--- config.mk ---
export PLATFORM = sky130hd
export DESIGN_NAME = dma_hier_seq
export DESIGN_NICKNAME = d
export VERILOG_FILES = /design/src/rtl/dmaseq_pkg.sv /design/src/rtl/dmaseq_level_cnt.sv /design/src/rtl/dmaseq_addr_gen.sv /design/src/rtl/dmaseq_req_ctl.sv /design/src/rtl/dma_hier_seq.sv
export SDC_FILE = /design/constraint.sdc
export NUM_CORES = 1
export LEC_CHECK = 0
export BUFFER_PORTS_ARGS = -buffer_cell sky130_fd_sc_hd__buf_4
export CAP_MARGIN = 5
export CORE_ASPECT_RATIO = 1.1
export CORE_UTILIZATION = 40
export DETAILED_ROUTE_END_ITERATION = 10
export PLACE_DENSITY = 0.6
export SLEW_MARGIN = 20
export SYNTH_ARGS = -nofsm -noshare
export SYNTH_HDL_FRONTEND = slang
export SYNTH_SLANG_ARGS = --single-unit
--- constraint.sdc ---
create_clock -name clk -period 8.8 [get_ports clk]
set_clock_uncertainty 0.15 [all_clocks]
set_input_delay 1.76 -clock clk [delete_from_list [all_inputs] [get_ports clk]]
set_output_delay 1.76 -clock clk [all_outputs]
set_load 0.005 [all_outputs]
--- src/rtl/dmaseq_pkg.sv ---
package dmaseq_pkg;

  typedef enum logic [1:0] {
    RM_FRAG  = 2'd0,
    RM_BLOCK = 2'd1,
    RM_TXN   = 2'd2,
    RM_CHAIN = 2'd3
  } reqmode_e;

  localparam int unsigned NUM_LVL = 3;
  localparam int unsigned LVL_FRAG = 0;
  localparam int unsigned LVL_BLK  = 1;
  localparam int unsigned LVL_TXN  = 2;

  // bytes moved by one beat for a width code
  function automatic logic [2:0] width_bytes(input logic [1:0] code);
    case (code)
      2'd0:    return 3'd1;
      2'd1:    return 3'd2;
      default: return 3'd4;
    endcase
  endfunction

  // hierarchy level at which a request of this mode completes
  function automatic logic [1:0] stop_level(input reqmode_e m);
    case (m)
      RM_FRAG:  return 2'd0;
      RM_BLOCK: return 2'd1;
      default:  return 2'd2;
    endcase
  endfunction

endpackage

--- src/rtl/dmaseq_level_cnt.sv ---
module dmaseq_level_cnt #(
  parameter int unsigned CNT_W = 28
) (
  input  logic             clk,
  input  logic             rst_n,
  input  logic             clear,
  input  logic             advance,
  input  logic [2:0]       bytes,
  input  logic [CNT_W-1:0] len,
  input  logic             force_end,
  output logic             end_now
);
  localparam int unsigned SUM_W = CNT_W + 1;

  logic [CNT_W-1:0] cnt_q;
  logic [SUM_W-1:0] sum;

  assign sum     = {1'b0, cnt_q} + SUM_W'(bytes);
  assign end_now = force_end || (sum >= {1'b0, len});

  always_ff @(posedge clk or negedge rst_n) begin
    if (!rst_n)       cnt_q <= '0;
    else if (clear)   cnt_q <= '0;
    else if (advance) cnt_q <= end_now ? '0 : sum[CNT_W-1:0];
  end

  // a unit never carries a byte count at or beyond its length
  p_cnt_below_len_r5: assert property (@(posedge clk) disable iff (!rst_n)
    (cnt_q == '0) || (cnt_q < len));

endmodule

--- src/rtl/dmaseq_addr_gen.sv ---
module dmaseq_addr_gen #(
  parameter int unsigned ADDR_W = 32,
  parameter int unsigned STEP_W = 16
) (
  input  logic              clk,
  input  logic              rst_n,
  input  logic              load,
  input  logic              advance,
  input  logic [ADDR_W-1:0] src_base,
  input  logic [ADDR_W-1:0] dst_base,
  input  logic [STEP_W-1:0] src_step,
  input  logic [STEP_W-1:0] dst_step,
  input  logic              hold_en,
  input  logic              hold_sel,
  output logic [ADDR_W-1:0] src_addr,
  output logic [ADDR_W-1:0] dst_addr
);
  logic hold_src, hold_dst;

  assign hold_src = hold_en && !hold_sel;
  assign hold_dst = hold_en &&  hold_sel;

  always_ff @(posedge clk or negedge rst_n) begin
    if (!rst_n) begin
      src_addr <= '0;
      dst_addr <= '0;
    end else if (load) begin
      src_addr <= src_base;
      dst_addr <= dst_base;
    end else if (advance) begin
      if (!hold_src) src_addr <= src_addr + ADDR_W'(src_step);
      if (!hold_dst) dst_addr <= dst_addr + ADDR_W'(dst_step);
    end
  end

  p_hold_src_r7: assert property (@(posedge clk) disable iff (!rst_n)
    advance && hold_src |=> $stable(src_addr));
  p_hold_dst_r7: assert property (@(posedge clk) disable iff (!rst_n)
    advance && hold_dst |=> $stable(dst_addr));

endmodule

--- src/rtl/dmaseq_req_ctl.sv ---
module dmaseq_req_ctl
  import dmaseq_pkg::*;
(
  input  logic     clk,
  input  logic     rst_n,
  input  logic     req_valid,
  input  reqmode_e req_mode,
  output logic     req_ready,
  output logic     running,
  output logic     txn_start,
  input  logic     beat_ready,
  output logic     beat_fire,
  input  logic     frag_end,
  input  logic     blk_end,
  input  logic     txn_end,
  output logic     frag_done,
  output logic     blk_done,
  output logic     txn_done,
  output logic     req_done
);
  logic     running_q, txn_active_q, accept, complete;
  reqmode_e mode_q;
  logic [1:0] reached;

  assign running   = running_q;
  assign req_ready = !running_q;
  assign accept    = req_valid && !running_q;
  assign txn_start = accept && !txn_active_q;
  assign beat_fire = running_q && beat_ready;
  assign reached   = txn_end ? 2'd2 : (blk_end ? 2'd1 : 2'd0);
  assign complete  = beat_fire && frag_end && (reached >= stop_level(mode_q));

  always_ff @(posedge clk or negedge rst_n) begin
    if (!rst_n) begin
      running_q    <= 1'b0;
      txn_active_q <= 1'b0;
      mode_q       <= RM_FRAG;
      frag_done    <= 1'b0;
      blk_done     <= 1'b0;
      txn_done     <= 1'b0;
      req_done     <= 1'b0;
    end else begin
      if (accept)        running_q <= 1'b1;
      else if (complete) running_q <= 1'b0;
      if (txn_start)                 txn_active_q <= 1'b1;
      else if (beat_fire && txn_end) txn_active_q <= 1'b0;
      if (accept) mode_q <= req_mode;
      frag_done <= beat_fire && frag_end;
      blk_done  <= beat_fire && blk_end;
      txn_done  <= beat_fire && txn_end;
      req_done  <= complete;
    end
  end

  // completion respects the granularity that was requested
  p_req_block_level_r2: assert property (@(posedge clk) disable iff (!rst_n)
    req_done && (mode_q == RM_BLOCK) |-> blk_done);
  p_req_txn_level_r2: assert property (@(posedge clk) disable iff (!rst_n)
    req_done && (mode_q == RM_TXN || mode_q == RM_CHAIN) |-> txn_done);

endmodule

--- src/rtl/dma_hier_seq.sv ---
module dma_hier_seq
  import dmaseq_pkg::*;
#(
  parameter int unsigned ADDR_W     = 32,
  parameter int unsigned STEP_W     = 16,
  parameter int unsigned FRAG_LEN_W = 17,
  parameter int unsigned BLK_LEN_W  = 17,
  parameter int unsigned TXN_LEN_W  = 28
) (
  input  logic                clk,
  input  logic                rst_n,
  input  logic                req_valid,
  output logic                req_ready,
  input  logic [1:0]          req_mode,
  input  logic [ADDR_W-1:0]   cfg_src_base,
  input  logic [ADDR_W-1:0]   cfg_dst_base,
  input  logic [1:0]          cfg_src_width,
  input  logic [1:0]          cfg_dst_width,
  input  logic [2*STEP_W-1:0] cfg_step,
  input  logic [FRAG_LEN_W-1:0] cfg_frag_len,
  input  logic [BLK_LEN_W-1:0]  cfg_blk_len,
  input  logic [TXN_LEN_W-1:0]  cfg_txn_len,
  input  logic                cfg_hold_en,
  input  logic                cfg_hold_sel,
  output logic                beat_valid,
  input  logic                beat_ready,
  output logic [ADDR_W-1:0]   beat_src,
  output logic [ADDR_W-1:0]   beat_dst,
  output logic [1:0]          beat_src_size,
  output logic [1:0]          beat_dst_size,
  output logic                frag_done,
  output logic                blk_done,
  output logic                txn_done,
  output logic                req_done,
  output logic [ADDR_W-1:0]   cur_dst
);
  localparam int unsigned FB_W  = (FRAG_LEN_W > BLK_LEN_W) ? FRAG_LEN_W : BLK_LEN_W;
  localparam int unsigned CNT_W = (TXN_LEN_W > FB_W) ? TXN_LEN_W : FB_W;

  // configuration captured when a transaction opens
  logic [FRAG_LEN_W-1:0] frag_len_q;
  logic [BLK_LEN_W-1:0]  blk_len_q;
  logic [TXN_LEN_W-1:0]  txn_len_q;
  logic [1:0]            src_w_q, dst_w_q;
  logic [2*STEP_W-1:0]   step_q;
  logic                  hold_en_q, hold_sel_q;

  logic running, txn_start, beat_fire;
  logic [ADDR_W-1:0] src_addr, dst_addr;
  logic [2:0] beat_bytes;

  logic [CNT_W-1:0] lvl_len [NUM_LVL];
  logic             lvl_end [NUM_LVL];

  always_ff @(posedge clk or negedge rst_n) begin
    if (!rst_n) begin
      frag_len_q <= '0;
      blk_len_q  <= '0;
      txn_len_q  <= '0;
      src_w_q    <= '0;
      dst_w_q    <= '0;
      step_q     <= '0;
      hold_en_q  <= 1'b0;
      hold_sel_q <= 1'b0;
    end else if (txn_start) begin
      frag_len_q <= cfg_frag_len;
      blk_len_q  <= cfg_blk_len;
      txn_len_q  <= cfg_txn_len;
      src_w_q    <= cfg_src_width;
      dst_w_q    <= cfg_dst_width;
      step_q     <= cfg_step;
      hold_en_q  <= cfg_hold_en;
      hold_sel_q <= cfg_hold_sel;
    end
  end

  assign beat_bytes        = width_bytes(src_w_q);
  assign lvl_len[LVL_FRAG] = CNT_W'(frag_len_q);
  assign lvl_len[LVL_BLK]  = CNT_W'(blk_len_q);
  assign lvl_len[LVL_TXN]  = CNT_W'(txn_len_q);

  // each level is forced to end when the level above it ends
  for (genvar g = 0; g < NUM_LVL; g++) begin : g_lvl
    logic force_w;
    if (g == NUM_LVL - 1) begin : g_outer
      assign force_w = 1'b0;
    end else begin : g_inner
      assign force_w = lvl_end[g+1];
    end
    dmaseq_level_cnt #(.CNT_W(CNT_W)) u_cnt (
      .clk       (clk),
      .rst_n     (rst_n),
      .clear     (txn_start),
      .advance   (beat_fire),
      .bytes     (beat_bytes),
      .len       (lvl_len[g]),
      .force_end (force_w),
      .end_now   (lvl_end[g])
    );
  end

  dmaseq_req_ctl u_ctl (
    .clk        (clk),
    .rst_n      (rst_n),
    .req_valid  (req_valid),
    .req_mode   (reqmode_e'(req_mode)),
    .req_ready  (req_ready),
    .running    (running),
    .txn_start  (txn_start),
    .beat_ready (beat_ready),
    .beat_fire  (beat_fire),
    .frag_end   (lvl_end[LVL_FRAG]),
    .blk_end    (lvl_end[LVL_BLK]),
    .txn_end    (lvl_end[LVL_TXN]),
    .frag_done  (frag_done),
    .blk_done   (blk_done),
    .txn_done   (txn_done),
    .req_done   (req_done)
  );

  dmaseq_addr_gen #(.ADDR_W(ADDR_W), .STEP_W(STEP_W)) u_addr (
    .clk      (clk),
    .rst_n    (rst_n),
    .load     (txn_start),
    .advance  (beat_fire),
    .src_base (cfg_src_base),
    .dst_base (cfg_dst_base),
    .src_step (step_q[STEP_W-1:0]),
    .dst_step (step_q[2*STEP_W-1:STEP_W]),
    .hold_en  (hold_en_q),
    .hold_sel (hold_sel_q),
    .src_addr (src_addr),
    .dst_addr (dst_addr)
  );

  assign beat_valid    = running;
  assign beat_src      = src_addr;
  assign beat_dst      = dst_addr;
  assign beat_src_size = src_w_q;
  assign beat_dst_size = dst_w_q;
  assign cur_dst       = dst_addr;

  p_beat_hold_r9: assert property (@(posedge clk) disable iff (!rst_n)
    beat_valid && !beat_ready |=> beat_valid && $stable(beat_src) && $stable(beat_dst));
  p_accept_runs_r9: assert property (@(posedge clk) disable iff (!rst_n)
    req_valid && req_ready |=> beat_valid && !req_ready);
  p_txn_nests_r5: assert property (@(posedge clk) disable iff (!rst_n)
    txn_done |-> blk_done);
  p_blk_nests_r5: assert property (@(posedge clk) disable iff (!rst_n)
    blk_done |-> frag_done);
  p_idle_after_req_r2: assert property (@(posedge clk) disable iff (!rst_n)
    req_done |-> !beat_valid && req_ready);

endmodule

==> qor.yml <==
synthesis:
  synthTopCellsByArea: "dfrtp_1 42%, ha_1 8.4%, nand2_1 8.3%"
  async_flop_share: 1.00
  synth_edf_count: 0
  yosys.area.top_type: "dfrtp_1"
  syn_area_per_cell_um2: 8.84
  synth.most_common_cell: "nand2_1"
  synth_nets: 1987
  yosys_warnings: 0
  syn_area_mm2: 0.0151
  synth_common_cells: "335 x nand2_1, 256 x dfrtp_1, 155 x o21ai_0"
  synth_top_flop_cell: "dfrtp_1"
  synth_top_area_share: 0.423
  syn_inst: 1713
  ys_ff_latch: 256
  ys_types: 71
  synth-seq-area-share: 0.423
critical_path:
  cpMostUsedCell: "a211oi_1"
  worstSetupPathType: "reg -> reg"
  path_max_fanout: 45
  path_cells: "nand2b_1, xnor2_1, ha_1, a211oi_1, nor3_1, nand2_1, nor3_2, nand3_1, xnor2_1, ha_1, a211oi_1, nor2_1, a211oi_1, o211ai_1, a311oi_2, and3_1, buf_4, nand4_2, o21ai_0, a21o_1"
  arrival_ns: 6.73
  critPathMaxStageDelay_ns: 0.69
  startpoint_type: "flop"
  slowest_stage: "dfrtp_1"
  rrSetupSlack_ns: 2.42
  startpoint: "beat_src_size[1]$_DFFE_PN0P_"
  critPathCaptureType: "flop"
  r2r-start: "beat_src_size[1]$_DFFE_PN0P_"
  worstPathRequired_ns: 9.15
sta:
  tns_ns: 0
  rsz0062_at_grt: "false"
  drv_slew: 0
  fin_crit_ns: 6.38
  max_freq_ghz: 0.157
  hold_viol: 0
  worst_pin_slew_ns: 1.04
  max-slew-margin-rel: 0.304
  setup_viol: 0
  fin_crit_sh: 0.725
power:
  cellPowerDensity_mw_per_mm2: 295
  p_comb_frac: 0.408
  peakVddDrop_mv: 0.189
  p_sw_frac: 0.373
  seqPwrFrac: 0.357
  leakagePower_nw: 8.88
  p_int_w: 0.00341
  p_switching_w: 0.00203
  share_clk_of_total_power: 0.235
place:
  dp.cells: 2392
  io_buffer_count: 275
  dpl.hpwl_um: 30200
  finalWeightedCongestion: 0.837
job:
  maxCapViolCount: 0
clock_network:
  postCtsSetupBuffers: 0
  cts_hold_buf: 0
  clk_latency_ns: 0.57
  cts-root-buf: "clkbuf_16"
  cts.reportedPaths.clkPinSlew_ns: 0.06
  htree_levels: 1
  numCtsBuffers: 30
  cts_tree: "done"
  cts.sinks: 256
  cts_max_path_buffers: 3
  cts_resized: 0
status:
  status: "completed"
global_routing:
  met1_usage: 0.267
  grt_pass1_vias: 12978
  grt_max_degree: 89
  grt_use_met3: 0.0450
  top_usage_layer: "met2"
  grt_use_total: 0.213
  overflow: 0
  grt_use_met2: 0.367
  grt_pass1_wl_um: 66800
  grt_antenna_before_repair: 2
routing:
  viasPerCell: 5.31
  dr.pass1.iters: 5
  drt-total-wl_um: 41300
  ant_nets: 0
  dr.first_iter.drc_count: 656
  vias: 12984
  drc: 0
  wl_per_cell_um: 16.9
die:
  initial_core_util: 0.407
  dieWidth_um: 188
  ios: 276
  core_area_mm2: 0.0372
  dieArea_mm2: 0.0386
  rows: 74
  die_h_um: 206
layout:
  antennaDiodeCount: 0
  layout.nets: 2204
  drive_above_1_share: 0.182
  area_growth_pct: 21.6
  final_util: 0.495
  num-fill-cells: 3604
  stdcell_count: 2445
hold_path:
  hp-class: "reg -> reg"
  hold_start: "step_q[30]$_DFFE_PN0P_"
per-layer routing:
layer,up-vias,share of wire
li1,6353,-
met1,6227,0.43
met2,332,0.47
met3,68,0.067
met4,4,0.027
met5,-,0.00075
power by group through the flow:
stage	sequential [W]	clock (W)	combinational, W
after floorplan	0.00185	0	0.00153
after global placement	0.00195	0	0.00217
after detailed placement	0.00196	0	0.00222
after CTS	0.00194	0.00131	0.00224
after global routing	0.00199	0.00135	0.00252
final	0.00194	0.00128	0.00222
path summary, 6_finish.rpt:
path                                                   endpoint  depth (start not counted)
setup / recovery           g_lvl[0].u_cnt.cnt_q[12]$_DFFE_PN0P_                         20
hold / removal                           step_q[30]$_DFFE_PN0P_                          2
setup reg to reg           g_lvl[0].u_cnt.cnt_q[12]$_DFFE_PN0P_                         20
hold reg to reg                          step_q[30]$_DFFE_PN0P_                          2
max in group asynchronous             txn_len_q[11]$_DFFE_PN0P_                          2
min in group asynchronous             frag_len_q[6]$_DFFE_PN0P_                          1
metrics by stage:
stage / hold WS [ns] / setup slack (ns) / instance area [um^2] / total power, W
after floorplan: 0.300 / 3.62 / 15100 / 0.00338
after global placement: 0.319 / 2.77 / 17400 / 0.00413
after detailed placement: 0.319 / 2.57 / 17400 / 0.00418
after CTS: 0.336 / 2.50 / 18400 / 0.00550
after global routing: 0.358 / 1.91 / 18400 / 0.00586
final: 0.330 / 2.42 / 18400 / 0.00544
area by class of cell:
| cell class | count | area, um^2 | area share |
|---|---|---|---|
| Sequential cell | 256 | 6410 | 0.348 |
| Multi-Input combinational cell | 1265 | 7900 | 0.429 |
| Tap cell | 494 | 618 | 0.0336 |
| Clock inverter | 10 | 131 | 0.00713 |
| Inverter | 92 | 345 | 0.0187 |
| Timing Repair Buffer | 285 | 2150 | 0.117 |
| Clock buffer | 43 | 871 | 0.0473 |
worst max-delay path, delay by kind of cell, from the launching register on:
family          cells  cell delay [ns]
compound gates      7             1.70
xor+xnor            2             0.37
fa+ha+maj           2             0.51
buf+inv             1             0.45
flops               1             0.69
simple gates        8             2.44
sequential cells by signal, indices dropped and copies added, names as in the netlist:
register	flops
g_lvl.u_cnt.cnt_q	84
step_q	32
u_addr.dst_addr	32
u_addr.src_addr	32
txn_len_q	28
blk_len_q	17
frag_len_q	17
beat_dst_size	2
beat_src_size	2
u_ctl.mode_q	2
hold_en_q	1
hold_sel_q	1
u_ctl.blk_done	1
u_ctl.frag_done	1
u_ctl.req_done	1
u_ctl.running	1
u_ctl.txn_active_q	1
u_ctl.txn_done	1
layout by cell type, fill, tap and decap left out, types with 23 or more instances in the layout:
master / n
nor2_1: 89
xnor2_1: 70
clkbuf_16: 31
nand4_1: 30
nand3_1: 46
buf_4: 284
ha_1: 102
and3_1: 39
o21ai_0: 155
dfrtp_1: 256
xor2_1: 45
a22o_1: 23
a21oi_1: 79
nand2_1: 335
inv_1: 92
cell families (layout without fill, tap and decap cells):
family	Yosys count	in the layout	share of synthesized area
AO/OA/AOI/OAI	387	387	0.159
XOR/XNOR	115	115	0.0665
flip-flops	256	256	0.423
multiplexers	6	6	0.00405
buffers and inverters	192	430	0.0576
adder cells (fa/ha/maj)	105	105	0.0876
AND/OR/NAND/NOR	652	652	0.202
(Power assumes the default switching activity.)
